## src/rtl/wdog_pkg.sv

```systemverilog
package wdog_pkg;
    parameter int DW = 32;          // bus data width
    parameter int CW = 64;          // system count / deadline width
    parameter int OW = 32;          // timeout width
    parameter int AW = 12;          // frame offset width

    localparam logic [AW-1:0] OFS_STATUS  = 12'h000;
    localparam logic [AW-1:0] OFS_TIMEOUT = 12'h008;
    localparam logic [AW-1:0] OFS_DL_LO   = 12'h010;
    localparam logic [AW-1:0] OFS_DL_HI   = 12'h014;
    localparam logic [AW-1:0] OFS_IDENT   = 12'hFCC;
    localparam logic [AW-1:0] OFS_IDENT2  = 12'hFE8;

    typedef enum logic {
        FR_SERVICE = 1'b0,
        FR_CONTROL = 1'b1
    } frame_e;

    // decoded write events for one cycle
    typedef struct packed {
        logic          svc;
        logic          ctl_wr;
        logic          en_val;
        logic          tmo_wr;
        logic          dl_lo_wr;
        logic          dl_hi_wr;
        logic [DW-1:0] data;
    } wr_evt_t;

    // architectural state of the watchdog
    typedef struct packed {
        logic          en;
        logic          st1;
        logic          st2;
        logic [OW-1:0] tmo;
        logic [CW-1:0] dl;
    } wd_state_t;
endpackage

```

## src/rtl/wdog_decode.sv

```systemverilog
module wdog_decode
    import wdog_pkg::*;
(
    input  logic          wr,
    input  logic          frame,
    input  logic [AW-1:0] addr,
    input  logic [DW-1:0] wdata,
    output wr_evt_t       evt
);
    always_comb begin
        evt      = '0;
        evt.data = wdata;
        if (wr) begin
            if (frame == FR_SERVICE) begin
                evt.svc = (addr == OFS_STATUS);
            end else begin
                case (addr)
                    OFS_STATUS: begin
                        evt.svc    = 1'b1;
                        evt.ctl_wr = 1'b1;
                        evt.en_val = wdata[0];
                    end
                    OFS_TIMEOUT: evt.tmo_wr   = 1'b1;
                    OFS_DL_LO:   evt.dl_lo_wr = 1'b1;
                    OFS_DL_HI:   evt.dl_hi_wr = 1'b1;
                    default:     ;
                endcase
            end
        end
    end
endmodule

```

## src/rtl/wdog_core.sv

```systemverilog
module wdog_core
    import wdog_pkg::*;
(
    input  logic          clk,
    input  logic          rst_n,
    input  logic [CW-1:0] count,
    input  wr_evt_t       evt,
    output wd_state_t     st_q
);
    localparam int PADW = CW - OW;

    wd_state_t     st_d;
    logic [CW-1:0] reload;
    logic          expired;

    always_comb begin
        st_d    = st_q;
        reload  = count + {{PADW{1'b0}}, st_q.tmo};
        expired = st_q.en && (count >= st_q.dl);
        if (evt.tmo_wr) begin
            st_d.tmo = evt.data[OW-1:0];
        end
        if (evt.svc) begin
            st_d.dl  = reload;
            st_d.st1 = 1'b0;
            st_d.st2 = 1'b0;
            if (evt.ctl_wr) begin
                st_d.en = evt.en_val;
            end
        end else if (evt.dl_lo_wr) begin
            st_d.dl[DW-1:0] = evt.data;
        end else if (evt.dl_hi_wr) begin
            st_d.dl[CW-1:DW] = evt.data;
        end else if (expired) begin
            if (!st_q.st1) begin
                st_d.st1 = 1'b1;
                st_d.dl  = reload;
            end else begin
                st_d.st2 = 1'b1;
            end
        end
    end

    always_ff @(posedge clk) begin
        if (!rst_n) begin
            st_q <= '0;
        end else begin
            st_q <= st_d;
        end
    end

    AST_ST2_NEEDS_ST1: assert property (@(posedge clk) disable iff (!rst_n)
        st_q.st2 |-> st_q.st1);
    AST_ST2_STICKY: assert property (@(posedge clk) disable iff (!rst_n)
        (st_q.st2 && !evt.svc) |=> st_q.st2);
    AST_OFF_QUIET: assert property (@(posedge clk) disable iff (!rst_n)
        !st_q.en |-> (!st_q.st1 && !st_q.st2));
    AST_SVC_CLEARS: assert property (@(posedge clk) disable iff (!rst_n)
        evt.svc |=> (!st_q.st1 && !st_q.st2));
    AST_ST1_CAUSE: assert property (@(posedge clk) disable iff (!rst_n)
        $rose(st_q.st1) |-> $past(st_q.en && (count >= st_q.dl)));
    AST_ST1_RELOAD: assert property (@(posedge clk) disable iff (!rst_n)
        $rose(st_q.st1) |-> (st_q.dl == $past(count) + {{PADW{1'b0}}, $past(st_q.tmo)}));
endmodule

```

## src/rtl/wdog_rdmux.sv

```systemverilog
module wdog_rdmux
    import wdog_pkg::*;
#(
    parameter logic [3:0]  REV   = 4'h3,
    parameter logic [11:0] IMPL  = 12'h43B,
    parameter logic [31:0] IDENT2 = 32'h0000_001A
) (
    input  logic          clk,
    input  logic          rst_n,
    input  logic          rd,
    input  logic          frame,
    input  logic [AW-1:0] addr,
    input  wd_state_t     st,
    output logic [DW-1:0] rdata_q
);
    localparam logic [3:0]    ARCH_VER = 4'h0;
    localparam logic [DW-1:0] IDENT    = {12'h000, ARCH_VER, REV, IMPL};

    logic [DW-1:0] rdata_d;
    logic [DW-1:0] word;

    always_comb begin
        word = '0;
        case (addr)
            OFS_IDENT:  word = IDENT;
            OFS_IDENT2: word = IDENT2;
            default: begin
                if (frame == FR_CONTROL) begin
                    case (addr)
                        OFS_STATUS:  word = {{(DW-3){1'b0}}, st.st2, st.st1, st.en};
                        OFS_TIMEOUT: word = st.tmo;
                        OFS_DL_LO:   word = st.dl[DW-1:0];
                        OFS_DL_HI:   word = st.dl[CW-1:DW];
                        default:     word = '0;
                    endcase
                end
            end
        endcase
        rdata_d = rd ? word : rdata_q;
    end

    always_ff @(posedge clk) begin
        if (!rst_n) begin
            rdata_q <= '0;
        end else begin
            rdata_q <= rdata_d;
        end
    end

    AST_RD_HOLD: assert property (@(posedge clk) disable iff (!rst_n)
        !rd |=> $stable(rdata_q));
endmodule

```

## src/rtl/wdog_two_stage.sv

```systemverilog
module wdog_two_stage
    import wdog_pkg::*;
#(
    parameter logic [3:0]  REV    = 4'h3,
    parameter logic [11:0] IMPL   = 12'h43B,
    parameter logic [31:0] IDENT2 = 32'h0000_001A
) (
    input  logic          clk,
    input  logic          rst_n,
    input  logic [63:0]   sys_count,
    input  logic          bus_wr,
    input  logic          bus_rd,
    input  logic          bus_frame,
    input  logic [11:0]   bus_addr,
    input  logic [31:0]   bus_wdata,
    output logic [31:0]   bus_rdata,
    output logic          stage1_irq,
    output logic          stage2_rst
);
    wr_evt_t   evt;
    wd_state_t st;

    wdog_decode u_decode (
        .wr    (bus_wr),
        .frame (bus_frame),
        .addr  (bus_addr),
        .wdata (bus_wdata),
        .evt   (evt)
    );

    wdog_core u_core (
        .clk   (clk),
        .rst_n (rst_n),
        .count (sys_count),
        .evt   (evt),
        .st_q  (st)
    );

    wdog_rdmux #(
        .REV    (REV),
        .IMPL   (IMPL),
        .IDENT2 (IDENT2)
    ) u_rdmux (
        .clk     (clk),
        .rst_n   (rst_n),
        .rd      (bus_rd),
        .frame   (bus_frame),
        .addr    (bus_addr),
        .st      (st),
        .rdata_q (bus_rdata)
    );

    assign stage1_irq = st.st1;
    assign stage2_rst = st.st2;

    AST_STAGE_ORDER: assert property (@(posedge clk) disable iff (!rst_n)
        $rose(stage2_rst) |-> $past(stage1_irq));
endmodule

```

## config.mk

```make
export PLATFORM = sky130hd
export DESIGN_NAME = wdog_two_stage
export DESIGN_NICKNAME = d
export VERILOG_FILES = /design/src/rtl/wdog_pkg.sv /design/src/rtl/wdog_decode.sv /design/src/rtl/wdog_core.sv /design/src/rtl/wdog_rdmux.sv /design/src/rtl/wdog_two_stage.sv
export SDC_FILE = /design/constraint.sdc
export NUM_CORES = 1
export LEC_CHECK = 0
export CORE_UTILIZATION = 50
export DETAILED_ROUTE_END_ITERATION = 12
export HOLD_SLACK_MARGIN = 0.05
export PLACE_DENSITY = 0.74
export SLEW_MARGIN = 20
export SYNTH_ARGS = -nofsm -noshare
export SYNTH_HDL_FRONTEND = slang
export SYNTH_SLANG_ARGS = --single-unit
```

## constraint.sdc

```tcl
create_clock -name clk -period 3.76 [get_ports clk]
set_input_delay 0.752 -clock clk [delete_from_list [all_inputs] [get_ports clk]]
set_output_delay 0.752 -clock clk [all_outputs]
set_load 0.03 [all_outputs]
```

==> Implementation_results.wiki <==
{| class="wikitable"
! Metric !! Value
|-
| Largest delay contributor family on the critical path || buffers and inverters
|-
| Average wire per standard cell || 19.4 um
|-
| Run status || completed
|-
| Kind of critical path || in2reg
|-
| Fraction of registers with async set/reset || 0
|-
| Overflow left after global routing || 0
|-
| First-pass DRT Iterations || 6
|-
| Vias per inst || 5.94
|-
| Antenna violation net count after detailed routing || 0
|-
| Maximum fanout encountered on the critical timing path || 40
|-
| Critical path launch point type || input port
|-
| Delay of the slowest cell on the worst path || 0.49 ns
|-
| Top area cells in the synthesized netlist || sky130_fd_sc_hd__dfxtp_1 (26%), sky130_fd_sc_hd__ha_1 (12%), sky130_fd_sc_hd__nand2_1 (6.8%), sky130_fd_sc_hd__a21oi_1 (6.2%), sky130_fd_sc_hd__o21ai_0 (3.5%)
|-
| Placed wire-length estimate || 25700 um
|-
| Critical Path Sink Type || flip-flop
|-
| Standard-cell rows || 51
|-
| Number of different library cells in the post-synthesis netlist || 75
|-
| Worst endpoint required time || 4.08 ns
|-
| Final slew viol count || 0
|-
| Detailed-route wire length || 33700 um
|-
| Arrival time at the worst endpoint || 3.93 ns
|-
| Via count of the first global-routing pass || 9738
|-
| Critical-path cell list || clkdlybuf4s50_1 > ha_1 > nand4_1 > nor4_1 > buf_4 > nand3_2 > nor3_4 > a31o_1 > a21o_2 > buf_4 > a21o_2 > buf_12 > o211ai_1 > o211a_1
|-
| Final period demand of the worst path || 3.61 ns
|-
| Most used DFF post-synth || sky130_fd_sc_hd__dfxtp_1
|-
| Maximum operating frequency || 277 MHz
|-
| Maximum number of pins on one net before global-route repair || 47
|-
| Area growth from synthesis to layout || 26.6%
|-
| Top-level I/O count || 147
|-
| Post-route core utilization || 0.647
|-
| Post-layout nets || 1668
|-
| Power per standard cell area || 289 nW/um^2
|-
| Initial standard-cell utilization of the core || 0.511
|-
| Lkg Pwr || 4.87 nW
|-
| Post-route total power || 3.64 mW
|-
| Cells after Synth || 1302
|-
| Share of final-layout standard cells stronger than drive strength 1 || 0.0945
|-
| Placeable core area || 19500 sq um
|-
| Number of design-rule violations left by the first detailed-router iteration || 920
|-
| Maximum buffer depth of the clock tree || 2
|-
| Number of clock buffers inserted by TritonCTS || 17
|-
| Setup total negative slack || 0 ns
|-
| Via count || 10300
|-
| DIE AREA || 20400 sq um
|-
| Clock Sink Count || 131
|-
| Remaining design rule violation count || 0
|-
| Final GP Congestion || 0.985
|-
| Clock tree from TritonCTS || yes
|-
| Number of violations of the max-capacitance limit || 0
|-
| Clock-pin slew on the worst setup and hold paths || 0.06 ns
|-
| Share of the clock period used by the worst path || 0.961
|-
| Root buf cell || sky130_fd_sc_hd__clkbuf_16
|-
| FF+latch area || 2620 sq um
|-
| Dominant cell by count in the synthesized netlist || sky130_fd_sc_hd__nand2_1
|-
| Transition at the pin with the smallest max-transition slack || 0.683 ns
|-
| Total of buffers placed on input and output ports || 146
|-
| Final-report hold violation count || 0
|-
| Antenna violations before repair || 2
|-
| Portion of synthesized cell area occupied by the leading cell type || 0.264
|-
| Number of synthesized flops with an enable pin || 0
|-
| Die extent in y || 143 um
|-
| Hold buffer count at cts || 0
|-
| Final setup violation count || 0
|-
| Filler cell count in the final layout || 1701
|-
| Maximum ir drop on the vdd rail || 318 uV
|-
| Total number of yosys warnings || 0
|-
| Cell area after synthesis || 9940 sq um
|-
| Portion of the post-synthesis area used by sequential elements || 0.264
|-
| Clock latency on the worst-skew pair || 0.43 ns
|-
| Mean post-synth cell area || 7.63 sq um
|-
| Total GRT Usage || 0.335
|-
| Commonest cells in the synthesized netlist || sky130_fd_sc_hd__nand2_1 (181), sky130_fd_sc_hd__dfxtp_1 (131), sky130_fd_sc_hd__a21oi_1 (123)
|-
| Dominant cell type by area after synthesis || sky130_fd_sc_hd__dfxtp_1
|-
| Worst hold path type || reg2reg
|-
| H-tree depth || 4
|-
| Global-route wire length before repair || 52200 um
|-
| Standard cell with the maximum stage delay on the critical path || sky130_fd_sc_hd__clkdlybuf4s50_1
|-
| Cell area after placement || 11900 sq um
|-
| Number of nets in the synthesized netlist || 1512
|-
| Multi-input combinational cell area || 6670 sq um
|-
| Number of flip-flops and latches in the synthesized netlist || 131
|-
| Width of the die || 143 um
|-
| Worst path bufs/invs || 4
|-
| Final setup skew || 0.0102 ns
|-
| Finished layout cell area || 12600 sq um
|-
| Relative slew slack || 0.545
|}
logic make-up after synthesis:
| logic type | share of synthesized area |
|---|---|
| multiplexers | 0.0342 |
| adder cells (fa/ha/maj) | 0.123 |
| flip-flops | 0.264 |
| XOR/XNOR | 0.0520 |
| buffers and inverters | 0.0704 |
| AND/OR/NAND/NOR | 0.197 |
| AO/OA/AOI/OAI | 0.260 |
power breakdown:
part | total [mW] | switching, mW | internal [mW]
sequential | 1.39 | 0.00203 | 1.39
clock | 1.75 | 0.708 | 1.04
combinational | 0.498 | 0.268 | 0.231
per-stage QoR:
| step | instances | hold slack (ns) | worst slack [ns] |
|---|---|---|---|
| final | 1737 | 0.460 | 0.148 |
| after global routing | 1736 | 0.488 | -0.00238 |
| after CTS | 1735 | 0.463 | 0.111 |
| after detailed placement | 1703 | 0.453 | -0.461 |
| after global placement | 1703 | 0.452 | -0.421 |
| after floorplan | 1302 | 0.439 | 0.583 |
metal layers:
layer  up-vias  part of all wire  global-route usage
met4         0             0.025               0.116
li1       4917                 -                   -
met1      4787              0.44               0.455
met3        68              0.10              0.0798
met2       541              0.43               0.517
met5         -                 0                   0
final cells by class:
cell class                      instances  area share
Multi-Input combinational cell       1005       0.530
Clock inverter                         12      0.0114
Antenna cell                            1    0.000199
Timing Repair Buffer                  212       0.160
Sequential cell                       131       0.208
Tap cell                              265      0.0263
Inverter                               91      0.0271
Clock buffer                           20      0.0371
registers in the layout, indices dropped and copies added (netlist names):
name             cells
u_core.st_q         99
u_rdmux.rdata_q     32
cell usage in the layout, fill, tap and decap left out, drive strengths merged, types with 4 or more instances in the layout:
cell	synthesis	routed
a21o	23	23
nand2	182	182
buf	32	68
inv	91	96
o21bai	4	4
o21a	4	4
clkdlybuf4s50	0	144
o21ai	100	100
ha	96	96
nand2b	12	12
nor2	79	79
o211ai	16	16
dfxtp	131	131
clkbuf	43	20
a31oi	16	16
nand4	27	27
and3	13	13
mux2i	34	34
nor2b	7	7
a211oi	6	6
and2	15	15
and4	5	5
nand3	46	46
a21oi	124	124
a22oi	25	25
xor2	29	29
a21boi	24	24
xnor2	30	30
nor4	6	6
o22ai	28	28
o211a	12	12
a221oi	5	5
nor3	10	10
worst paths after layout:
path | from | end | slack (ns) | cells after the start
max reg2reg | u_core.st_q[41] | u_core.st_q[10] | 0.43 | 14
max | sys_count[46] | u_core.st_q[10] | 0.15 | 14
min | u_rdmux.rdata_q[6] | u_rdmux.rdata_q[6] | 0.46 | 2
min reg2reg | u_rdmux.rdata_q[6] | u_rdmux.rdata_q[6] | 0.46 | 2
worst reg2reg max path: cells and delay by family (launching register included):
kind | cells | cell delay, ns
buffers and inverters | 4 | 0.62
and+or+nand+nor | 4 | 1.02
DFF | 1 | 0.49
adders and majority gates | 1 | 0.31
AOI/OAI and AO/OA | 5 | 0.79
timing repair:
action,4_1_cts,5_1_grt
buffers inserted,0,1
endpoints found under the setup margin,9,19
pin swaps,0,4
gates resized for setup,1,4
No activity file was read; power rests on OpenSTA's default activity.
